$ cat config.mk
export PLATFORM = sky130hd
export DESIGN_NAME = cmdw_decoder
export DESIGN_NICKNAME = d
export VERILOG_FILES = /design/src/rtl/cmdw_pkg.sv /design/src/rtl/cmdw_reg_bank.sv /design/src/rtl/cmdw_reply_ser.sv /design/src/rtl/cmdw_decoder.sv
export SDC_FILE = /design/constraint.sdc
export NUM_CORES = 1
export LEC_CHECK = 0
export BUFFER_PORTS_ARGS = -buffer_cell sky130_fd_sc_hd__buf_2
export CAP_MARGIN = 10
export CORE_AREA = 5 5 493 495
export DETAILED_ROUTE_END_ITERATION = 10
export DIE_AREA = 0 0 498 500
export PLACE_DENSITY = 0.36
export SLEW_MARGIN = 10
export SYNTH_ARGS = -nofsm -noshare
export SYNTH_HDL_FRONTEND = slang
export SYNTH_SLANG_ARGS = --single-unit
$ cat constraint.sdc
create_clock -name clk_i -period 3.61 [get_ports clk_i]
set_input_delay 0.361 -clock clk_i [delete_from_list [all_inputs] [get_ports clk_i]]
set_output_delay 0.361 -clock clk_i [all_outputs]
set_load 0.05 [all_outputs]
$ cat src/rtl/cmdw_pkg.sv
package cmdw_pkg;
  localparam logic [15:0] OP_WR    = 16'h0001;
  localparam logic [15:0] OP_RD    = 16'h0002;
  localparam logic [15:0] OP_MEM   = 16'h0003;
  localparam logic [15:0] OP_STAT  = 16'h0004;
  localparam logic [15:0] OP_SETUP = 16'h0005;

  localparam logic [15:0] ST_IDX0 = 16'h0010;
  localparam logic [15:0] ST_IDX1 = 16'h0011;
  localparam logic [15:0] ST_IDX2 = 16'h0012;
  localparam logic [31:0] ST_VAL0 = 32'h1234_5678;
  localparam logic [31:0] ST_VAL1 = 32'h1234_5678;
  localparam logic [31:0] ST_VAL2 = 32'h8765_4321;

  typedef enum logic [1:0] {S_CMD, S_ARG, S_DATA, S_REPLY} pstate_e;

  function automatic logic is_known(input logic [15:0] c);
    return (c >= OP_WR) && (c <= OP_SETUP);
  endfunction

  // index of the final header argument after the code word
  function automatic logic [1:0] last_arg(input logic [15:0] c);
    case (c)
      OP_WR:   return 2'd2;
      OP_MEM:  return 2'd3;
      OP_STAT, OP_SETUP: return 2'd1;
      default: return 2'd0;
    endcase
  endfunction
endpackage

$ cat src/rtl/cmdw_reg_bank.sv
module cmdw_reg_bank
  import cmdw_pkg::*;
#(
  parameter int NREG = 8
) (
  input  logic        clk_i,
  input  logic        rst_ni,
  input  logic        we_i,
  input  logic [15:0] widx_i,
  input  logic [31:0] wdata_i,
  input  logic [15:0] ridx_i,
  output logic [31:0] rdata_o
);
  localparam int RW = (NREG > 1) ? $clog2(NREG) : 1;

  logic [31:0] regs_q [NREG];

  always_ff @(posedge clk_i or negedge rst_ni) begin
    if (!rst_ni) begin
      for (int i = 0; i < NREG; i++) regs_q[i] <= '0;
    end else if (we_i && (widx_i < 16'(NREG))) begin
      regs_q[widx_i[RW-1:0]] <= wdata_i;
    end
  end

  always_comb begin
    if (ridx_i < 16'(NREG)) rdata_o = regs_q[ridx_i[RW-1:0]];
    else if (ridx_i == ST_IDX0) rdata_o = ST_VAL0;
    else if (ridx_i == ST_IDX1) rdata_o = ST_VAL1;
    else if (ridx_i == ST_IDX2) rdata_o = ST_VAL2;
    else rdata_o = '0;
  end
endmodule

$ cat src/rtl/cmdw_reply_ser.sv
module cmdw_reply_ser (
  input  logic        clk_i,
  input  logic        rst_ni,
  input  logic        load_i,
  input  logic [63:0] load_data_i,
  input  logic [2:0]  load_halves_i,
  output logic        busy_o,
  output logic [15:0] rsp_data_o,
  output logic        rsp_valid_o,
  input  logic        rsp_ready_i
);
  logic [63:0] sh_q;
  logic [2:0]  left_q;

  always_ff @(posedge clk_i or negedge rst_ni) begin
    if (!rst_ni) begin
      sh_q   <= '0;
      left_q <= '0;
    end else if (load_i) begin
      sh_q   <= load_data_i;
      left_q <= load_halves_i;
    end else if (rsp_valid_o && rsp_ready_i) begin
      sh_q   <= {16'h0, sh_q[63:16]};
      left_q <= left_q - 3'd1;
    end
  end

  assign busy_o      = (left_q != 3'd0);
  assign rsp_valid_o = busy_o;
  assign rsp_data_o  = sh_q[15:0];


  load_idle_chk: assert property (@(posedge clk_i) disable iff (!rst_ni)
    load_i |-> !busy_o);

  rsp_hold_chk: assert property (@(posedge clk_i) disable iff (!rst_ni)
    (rsp_valid_o && !rsp_ready_i) |=> (rsp_valid_o && $stable(rsp_data_o)));
endmodule

$ cat src/rtl/cmdw_decoder.sv
module cmdw_decoder
  import cmdw_pkg::*;
#(
  parameter int NREG  = 8,
  parameter int NSTAT = 16
) (
  input  logic               clk_i,
  input  logic               rst_ni,
  input  logic [15:0]        cmd_data_i,
  input  logic               cmd_valid_i,
  output logic               cmd_ready_o,
  output logic [15:0]        rsp_data_o,
  output logic               rsp_valid_o,
  input  logic               rsp_ready_i,
  output logic               reg_we_o,
  output logic [15:0]        reg_idx_o,
  output logic [31:0]        reg_wdata_o,
  output logic               mem_req_o,
  output logic [31:0]        mem_addr_o,
  output logic [31:0]        mem_cnt_o,
  output logic               setup_we_o,
  output logic [15:0]        setup_addr_o,
  output logic [63:0]        setup_data_o,
  input  logic [NSTAT*64-1:0] status_i
);
  localparam int SW = (NSTAT > 1) ? $clog2(NSTAT) : 1;

  pstate_e     state_q;
  logic [15:0] op_q, cur_addr_q, words_left_q;
  logic [1:0]  aidx_q, hcnt_q;
  logic [15:0] args_q [4];
  logic [47:0] acc_q;
  logic        fire, ser_busy, ser_load;
  logic [63:0] ser_data, stat_word;
  logic [31:0] reg_rdata;
  logic [63:0] stat_arr [NSTAT];

  for (genvar g = 0; g < NSTAT; g++) begin : g_stat
    assign stat_arr[g] = status_i[g*64 +: 64];
  end

  assign stat_word   = (cur_addr_q < 16'(NSTAT)) ? stat_arr[cur_addr_q[SW-1:0]] : 64'h0;
  assign cmd_ready_o = (state_q != S_REPLY);
  assign fire        = cmd_valid_i && cmd_ready_o;
  assign ser_load    = (state_q == S_REPLY) && !ser_busy && (words_left_q != 16'h0);
  assign ser_data    = (op_q == OP_RD) ? {32'h0, reg_rdata} : stat_word;

  always_ff @(posedge clk_i or negedge rst_ni) begin
    if (!rst_ni) begin
      state_q      <= S_CMD;
      op_q         <= '0;
      aidx_q       <= '0;
      hcnt_q       <= '0;
      cur_addr_q   <= '0;
      words_left_q <= '0;
      acc_q        <= '0;
      for (int i = 0; i < 4; i++) args_q[i] <= '0;
      reg_we_o     <= 1'b0;
      reg_idx_o    <= '0;
      reg_wdata_o  <= '0;
      mem_req_o    <= 1'b0;
      mem_addr_o   <= '0;
      mem_cnt_o    <= '0;
      setup_we_o   <= 1'b0;
      setup_addr_o <= '0;
      setup_data_o <= '0;
    end else begin
      reg_we_o   <= 1'b0;
      mem_req_o  <= 1'b0;
      setup_we_o <= 1'b0;
      case (state_q)
        S_CMD: if (fire && is_known(cmd_data_i)) begin
          op_q    <= cmd_data_i;
          aidx_q  <= '0;
          state_q <= S_ARG;
        end
        S_ARG: if (fire) begin
          args_q[aidx_q] <= cmd_data_i;
          aidx_q         <= aidx_q + 2'd1;
          if (aidx_q == last_arg(op_q)) begin
            case (op_q)
              OP_WR: begin
                reg_we_o    <= 1'b1;
                reg_idx_o   <= args_q[0];
                reg_wdata_o <= {cmd_data_i, args_q[1]};
                state_q     <= S_CMD;
              end
              OP_RD: begin
                cur_addr_q   <= cmd_data_i;
                words_left_q <= 16'd1;
                state_q      <= S_REPLY;
              end
              OP_MEM: begin
                mem_req_o  <= 1'b1;
                mem_addr_o <= {args_q[1], args_q[0]};
                mem_cnt_o  <= {cmd_data_i, args_q[2]};
                state_q    <= S_CMD;
              end
              OP_STAT: begin
                cur_addr_q   <= args_q[0];
                words_left_q <= cmd_data_i;
                state_q      <= (cmd_data_i == 16'h0) ? S_CMD : S_REPLY;
              end
              default: begin
                cur_addr_q   <= args_q[0];
                words_left_q <= cmd_data_i;
                hcnt_q       <= '0;
                state_q      <= (cmd_data_i == 16'h0) ? S_CMD : S_DATA;
              end
            endcase
          end
        end
        S_DATA: if (fire) begin
          acc_q  <= {cmd_data_i, acc_q[47:16]};
          hcnt_q <= hcnt_q + 2'd1;
          if (hcnt_q == 2'd3) begin
            setup_we_o   <= 1'b1;
            setup_addr_o <= cur_addr_q;
            setup_data_o <= {cmd_data_i, acc_q};
            cur_addr_q   <= cur_addr_q + 16'd1;
            words_left_q <= words_left_q - 16'd1;
            if (words_left_q == 16'd1) state_q <= S_CMD;
          end
        end
        default: if (!ser_busy) begin
          if (words_left_q == 16'h0) begin
            state_q <= S_CMD;
          end else begin
            words_left_q <= words_left_q - 16'd1;
            if (op_q != OP_RD) cur_addr_q <= cur_addr_q + 16'd1;
          end
        end
      endcase
    end
  end

  cmdw_reg_bank #(.NREG(NREG)) u_bank (
    .clk_i   (clk_i),
    .rst_ni  (rst_ni),
    .we_i    (reg_we_o),
    .widx_i  (reg_idx_o),
    .wdata_i (reg_wdata_o),
    .ridx_i  (cur_addr_q),
    .rdata_o (reg_rdata)
  );

  cmdw_reply_ser u_ser (
    .clk_i         (clk_i),
    .rst_ni        (rst_ni),
    .load_i        (ser_load),
    .load_data_i   (ser_data),
    .load_halves_i ((op_q == OP_RD) ? 3'd2 : 3'd4),
    .busy_o        (ser_busy),
    .rsp_data_o    (rsp_data_o),
    .rsp_valid_o   (rsp_valid_o),
    .rsp_ready_i   (rsp_ready_i)
  );


  ready_block_chk: assert property (@(posedge clk_i) disable iff (!rst_ni)
    rsp_valid_o |-> !cmd_ready_o);

  wr_after_word_chk: assert property (@(posedge clk_i) disable iff (!rst_ni)
    reg_we_o |-> $past(cmd_valid_i && cmd_ready_o));

  mem_after_word_chk: assert property (@(posedge clk_i) disable iff (!rst_ni)
    mem_req_o |-> $past(cmd_valid_i && cmd_ready_o));

  strobe_excl_chk: assert property (@(posedge clk_i) disable iff (!rst_ni)
    $onehot0({reg_we_o, mem_req_o, setup_we_o}));

  unknown_drop_chk: assert property (@(posedge clk_i) disable iff (!rst_ni)
    (state_q == S_CMD && fire && !is_known(cmd_data_i)) |=> (state_q == S_CMD));
endmodule

; ---- Yosys cells after proc, flatten, opt, wreduce, memory -nomap -nowiden
; Index checks and enable logic that the tools add are counted.
[totals]
ff_bits = 684
latch_bits = 0
ramBits = 0
rom_bits = 0
in_bits = 1044
n_memories = 0
[classes]
addsub = 5
multipliers = 0
div = 0
order_cmp = 11
eq_ne = 27
n_shift = 0
n_mux = 74
n_bitwise = 5
n_reduce_logical = 34
[ops]
columns = op, count
row1 = 2-to-1 mux 64 bit, 6
row2 = binary-select mux 64 bit (select 4 bit), 1
row3 = bitwise mux 256 bit, 1
row4 = 2-to-1 mux 16 bit, 14
row5 = 2-to-1 mux 32 bit, 7
row6 = binary-select mux 32 bit (select 3 bit), 1
row7 = demux 32 bit (select 3 bit), 1
row8 = case mux 16 bit (3 select lines), 2
row9 = bitwise mux 64 bit, 1
row10 = case mux 16 bit (2 select lines), 2
row11 = "== test 16 x 5 -> 1 bit, second input constant", 3
row12 = 2-to-1 mux 2 bit, 18
row13 = demux 16 bit (select 2 bit), 1
row14 = "== test 16 x 1 -> 1 bit, second input constant", 2
row15 = "== test 16 x 2 -> 1 bit, second input constant", 2
row16 = "== test 16 x 3 -> 1 bit, second input constant", 2
row17 = logical NOT 16 bit, 2
row18 = "< comparator 16 x 4 -> 1 bit, second input constant", 2
row19 = "!= test 2 bit, second input constant", 9
row20 = case mux 2 bit (3 select lines), 3
row21 = "adder 16 x 1 -> 16 bit, second input constant", 1
row22 = ">= comparator 16 x 1 -> 1 bit, second input constant", 1
row23 = "<= comparator 16 x 3 -> 1 bit, second input constant", 1
row24 = "< comparator 16 x 5 -> 1 bit, second input constant", 1
row25 = other kinds (36), 72

; ---- Logic depth before layout (Yosys ltp)
[depth]
word_depth = 9
mapped_depth = 11
ltp_nobuf = 8

; ---- Cells and area by module
; Synthesis repeated with hierarchy kept, for this count alone.
[unflattened]
cells_unflattened = 2633
area_unflattened_um2 = 37492.2
[by_module_without_submodules]
columns = module, n_inst, cells_each, area_each_um2, seq_area_each_um2
row1 = cmdw_decoder, 1, 1589, 22430.3, 8633.3
row2 = cmdw_reg_bank, 1, 714, 11644.9, 6406.1
row3 = cmdw_reply_ser, 1, 330, 3417.0, 1676.6

; ---- Worst setup path after synthesis
; Ideal clock, no wire load.
[synth_timing]
path_type = reg2reg
from = register cur_addr_q[0]
to = register u_ser.sh_q[9]
setup_ns = 0.126
arrival_time_ns = 2.788
t_required_ns = 3.484
slack_ns = 0.696
path_stages_with_launch = 12
synth_period_minus_slack_ns = 2.914
path_cell_list = dfrtp_1 buf_2 buf_2 buf_4 buf_2 buf_2 inv_1 ha_1 or3_1 a21oi_1 o221a_2 o21ai_0
[synth_via]
elab_chain_len = 7
[synth_rtl]
columns = item, line
row1 = "start, declared", cmdw_decoder.sv:29  ; logic [15:0] op_q, cur_addr_q, words_left_q;
row2 = "start signal, assigned", cmdw_decoder.sv:89  ; cur_addr_q <= cmd_data_i;
row3 = "start signal, assigned", cmdw_decoder.sv:100  ; cur_addr_q <= args_q[0];
row4 = "start signal, assigned", cmdw_decoder.sv:105  ; cur_addr_q <= args_q[0];
row5 = branches (longest 5 deep; another with < comparator 16 x 5 -> 1 bit), -
row6 = 2-to-1 mux 64 bit (*), cmdw_decoder.sv:46  ; assign ser_data = (op_q == OP_RD) ? {32'h0, reg_rdata} : stat_word;
row7 = 2-to-1 mux 64 bit (*), cmdw_reply_ser.sv:19  ; end else if (load_i) begin
row8 = "end signal, assigned", cmdw_reply_ser.sv:20  ; sh_q <= load_data_i;
row9 = "end signal, assigned", cmdw_reply_ser.sv:23  ; sh_q <= {16'h0, sh_q[63:16]};
row10 = "end, declared", cmdw_reply_ser.sv:12  ; logic [63:0] sh_q;
; Mark *: on every way between the ends. The select of a mux whose other input is x is not followed.
; A chain may end at the register's enable or synchronous reset.

; ---- Final worst setup path
[layout_timing]
from = register cur_addr_q[0]
to = register u_ser.sh_q[19]
[layout_via]
elab_chain_len = 7
[layout_rtl]
columns = item, line
row1 = branches (longest 5 deep; another with < comparator 16 x 5 -> 1 bit), -
row2 = 2-to-1 mux 64 bit (*), cmdw_decoder.sv:46
row3 = 2-to-1 mux 64 bit (*), cmdw_reply_ser.sv:19
; Marked as above.

==> results.json <==
{
  "tns_ns": 0,
  "cts_tree": "done",
  "path_max_fanout": 41,
  "required_ns": 4.16,
  "grt_max_degree": 95,
  "worst_slew_pin_slew_ns": 1.09,
  "syn_inst": 2682,
  "fin_crit_sh": 0.875,
  "async_flop_share": 1.00,
  "hpwl_um": 224000,
  "cpMostUsedCell": "mux4_2",
  "cts_root_buf": "clkbuf_16",
  "grt_pass1_vias": 32186,
  "holdCritPathClass": "primary input to flip-flop",
  "cts_hold_buf": 2,
  "num-fill-cells": 25848,
  "yosys.area_share.xor_xnor": 0.00190,
  "p_int_mw": 19.1,
  "slew_headroom": 0.271,
  "finalCriticalPeriod_ns": 3.16,
  "wl_per_cell_um": 37.0,
  "yosys_most_used_dff": "dfrtp_1",
  "seqPwrFrac": 0.270,
  "h-tree-depth": 3,
  "maxCapViolCount": 0,
  "synth_top_family_by_area": "multiplexers",
  "yosys-mux-area-fraction": 0.405,
  "cts_buffers": 88,
  "synthSimpleGateAreaFrac": 0.0590,
  "ys_seq_area_frac": 0.452,
  "p_sw_frac": 0.399,
  "ios": 1257,
  "setup_viol": 0,
  "wirelength_um": 270000,
  "crit_arrival_ns": 3.71,
  "power.density_nw_per_um2": 622,
  "post-cts-setup-buffers": 0,
  "ys_warn_count": 0,
  "clk_path_buf_depth": 3,
  "mostFrequentLayoutCells": "1255 x buf_2, 664 x dfrtp_1, 453 x mux2_2",
  "start_util": 0.156,
  "synthAdderAreaFrac": 0.00406,
  "clk_latency_ns": 0.72,
  "stdcell_area_um2": 51100,
  "ant_nets": 0,
  "core_area_um2": 237000,
  "p_sw_mw": 12.7,
  "ys_ff_latch": 668,
  "drive_above_1_share": 0.603,
  "crit_type": "flip-flop to flip-flop",
  "dieHeight_um": 500,
  "row_count": 179,
  "synth_area_per_cell_um2": 13.8,
  "status": "finished, final reports clean",
  "area_growth_pct": 38.1,
  "grt_pass1_wl_um": 344000,
  "die_w_um": 498,
  "viasPerCell": 4.32,
  "vias": 31526,
  "slew_violations": 0,
  "antenna_found_initial": 288,
  "grt_setup_unrepaired": "no",
  "placed_area_um2": 47700,
  "crit_buf_inv": 1,
  "nNetsFinal": 4981,
  "hold_viol": 0,
  "cpPeakStageDelay_ns": 0.73,
  "yosysUniqueCellTypes": 64,
  "synth_edf_count": 0,
  "cp_cell_sequence": "buf_12, mux4_2, mux4_2, a21oi_1, o22ai_1",
  "place_congestion": 0.992,
  "ctsResizeCount": 0,
  "power_frac_comb": 0.441,
  "io_buffers": 1256,
  "cts_num_sinks": 668,
  "clock.fmax_mhz": 317,
  "vdd_ir_drop_max_uv": 381,
  "drc": 0,
  "globalRouteTotalUtil": 0.209,
  "critPathLaunchType": "flip-flop",
  "synth_area_um2": 37000,
  "final_common_cell": "buf_2",
  "cpLargestDelayFamily": "multiplexers",
  "dieArea_um2": 249000,
  "cellLeakagePower_nw": 24.2,
  "syn_nets": 3738,
  "clockPowerShare": 0.289,
  "clk_pin_slew_ns": 0.06,
  "crit_path_end_kind": "flip-flop",
  "synth_compound_area_frac": 0.0437,
  "drt_iter0_drc": 2516,
  "drt_pre_antenna_iters": 5,
  "finClkSkew_ns": 0.0583,
  "slowest_stage": "dfrtp_4",
  "grt-ovfl-total": 0
}
[final timing paths]
path | start | endpoint | slack, ns | depth (start not counted)
setup / recovery | cur_addr_q[0] | u_ser.sh_q[19] | 0.45 | 5
hold / removal | cmd_data_i[0] | acc_q[32] | 0.14 | 4
setup reg to reg | cur_addr_q[0] | u_ser.sh_q[19] | 0.45 | 5
hold reg to reg | args_q[19] | mem_cnt_o[3] | 0.45 | 1
max in group asynchronous | rst_ni | u_ser.sh_q[19] | 2.32 | 3
min in group asynchronous | rst_ni | acc_q[44] | 0.26 | 2
[routing by layer]
layer	routed length, um	global-route usage	up-vias
met5	857	0	-
met4	9640	0.0699	128
met3	23000	0.0730	587
met2	136000	0.368	1511
met1	99900	0.235	16438
li1	-	-	12862
[metrics by stage]
stage | hold slack (ns) | utilization | std cells | setup slack (ns) | total power [mW]
floorplan | 0.0654 | - | 2682 | 0.696 | 16.9
CTS | 0.0654 | 0.214 | 7164 | 0.444 | 32.6
finish | 0.136 | 0.215 | 7296 | 0.451 | 31.7
global route | 0.0963 | 0.214 | 7239 | 0.339 | 33.2
global placement | 0.438 | 0.201 | 7000 | 0.470 | 23.1
detailed placement | 0.438 | 0.201 | 7000 | 0.498 | 23.1
[cell usage after synthesis, types with 4 or more instances]
cell / instances / area share
dfrtp_1: 668 / 0.45
mux2_2: 453 / 0.14
mux4_2: 369 / 0.22
nand2_1: 298 / 0.030
clkbuf_1: 133 / 0.014
mux2i_1: 84 / 0.023
mux2_1: 60 / 0.018
nor2_1: 58 / 0.0059
o21ai_0: 54 / 0.0073
inv_1: 51 / 0.0052
a21oi_1: 49 / 0.0066
buf_1: 45 / 0.0046
buf_2: 42 / 0.0057
o22ai_1: 30 / 0.0051
nor3_1: 25 / 0.0034
nor2b_1: 20 / 0.0034
a31oi_1: 19 / 0.0032
buf_4: 17 / 0.0035
o221a_2: 15 / 0.0046
and3_1: 13 / 0.0022
ha_1: 12 / 0.0041
nand3_1: 12 / 0.0016
o21ai_1: 11 / 0.0015
a211oi_1: 10 / 0.0020
nand4_1: 10 / 0.0017
o22a_1: 9 / 0.0021
nor4_1: 8 / 0.0014
a2bb2oi_1: 7 / 0.0017
and2_1: 6 / 0.0010
o211ai_1: 6 / 0.0012
o2bb2ai_1: 6 / 0.0014
or2_2: 5 / 0.00085
or3_1: 5 / 0.00085
xnor2_1: 5 / 0.0012
a221oi_1: 4 / 0.00095
a22o_1: 4 / 0.00095
mux2_4: 4 / 0.0016
nand2b_1: 4 / 0.00068
nor3b_1: 4 / 0.00081
nor4b_1: 4 / 0.00095
o31ai_1: 4 / 0.00081
[layout make-up]
cell class	count	area, um^2	share of cell area
multi-input cells	1721	19100	0.374
diodes	132	330	0.00647
repair buffers	1394	7710	0.151
clock inverters	31	412	0.00806
well taps	3167	3960	0.0776
clock buffers	131	2620	0.0514
flip-flops and latches	668	16700	0.328
inverters	52	195	0.00382
[cells by family (layout without fill, tap and decap cells)]
family / after synthesis / in the layout
buffers and inverters: 293 / 1608
AOI/OAI and AO/OA: 246 / 246
DFF: 668 / 668
muxes: 970 / 970
other: 0 / 132
xor gates and xnor gates: 8 / 8
and+or+nand+nor: 485 / 485
adders and majority gates: 12 / 12
[power groups by stage]
stage / sequential [mW] / combinational [mW] / clock, mW
CTS: 8.58 / 14.5 / 9.57
detailed placement: 8.71 / 14.4 / 0
finish: 8.57 / 14.0 / 9.19
floorplan: 9.79 / 7.15 / 0
global placement: 8.70 / 14.4 / 0
global route: 8.64 / 14.7 / 9.82
[tightest hold or removal path, stage by stage]
cell and delay [ns]:
buf_2 0.10, buf_4 0.21, nand2_1 0.09, nand2_1 0.04
[registers in the layout, indices dropped and copies added, names as in the netlist, 32 cells and up]
| name | cells |
|---|---|
| acc_q | 48 |
| args_q | 48 |
| mem_addr_o | 32 |
| mem_cnt_o | 32 |
| reg_wdata_o | 32 |
| setup_data_o | 64 |
| u_bank.regs_q | 256 |
| u_ser.sh_q | 64 |
No activity file was read; power rests on OpenSTA's default activity.
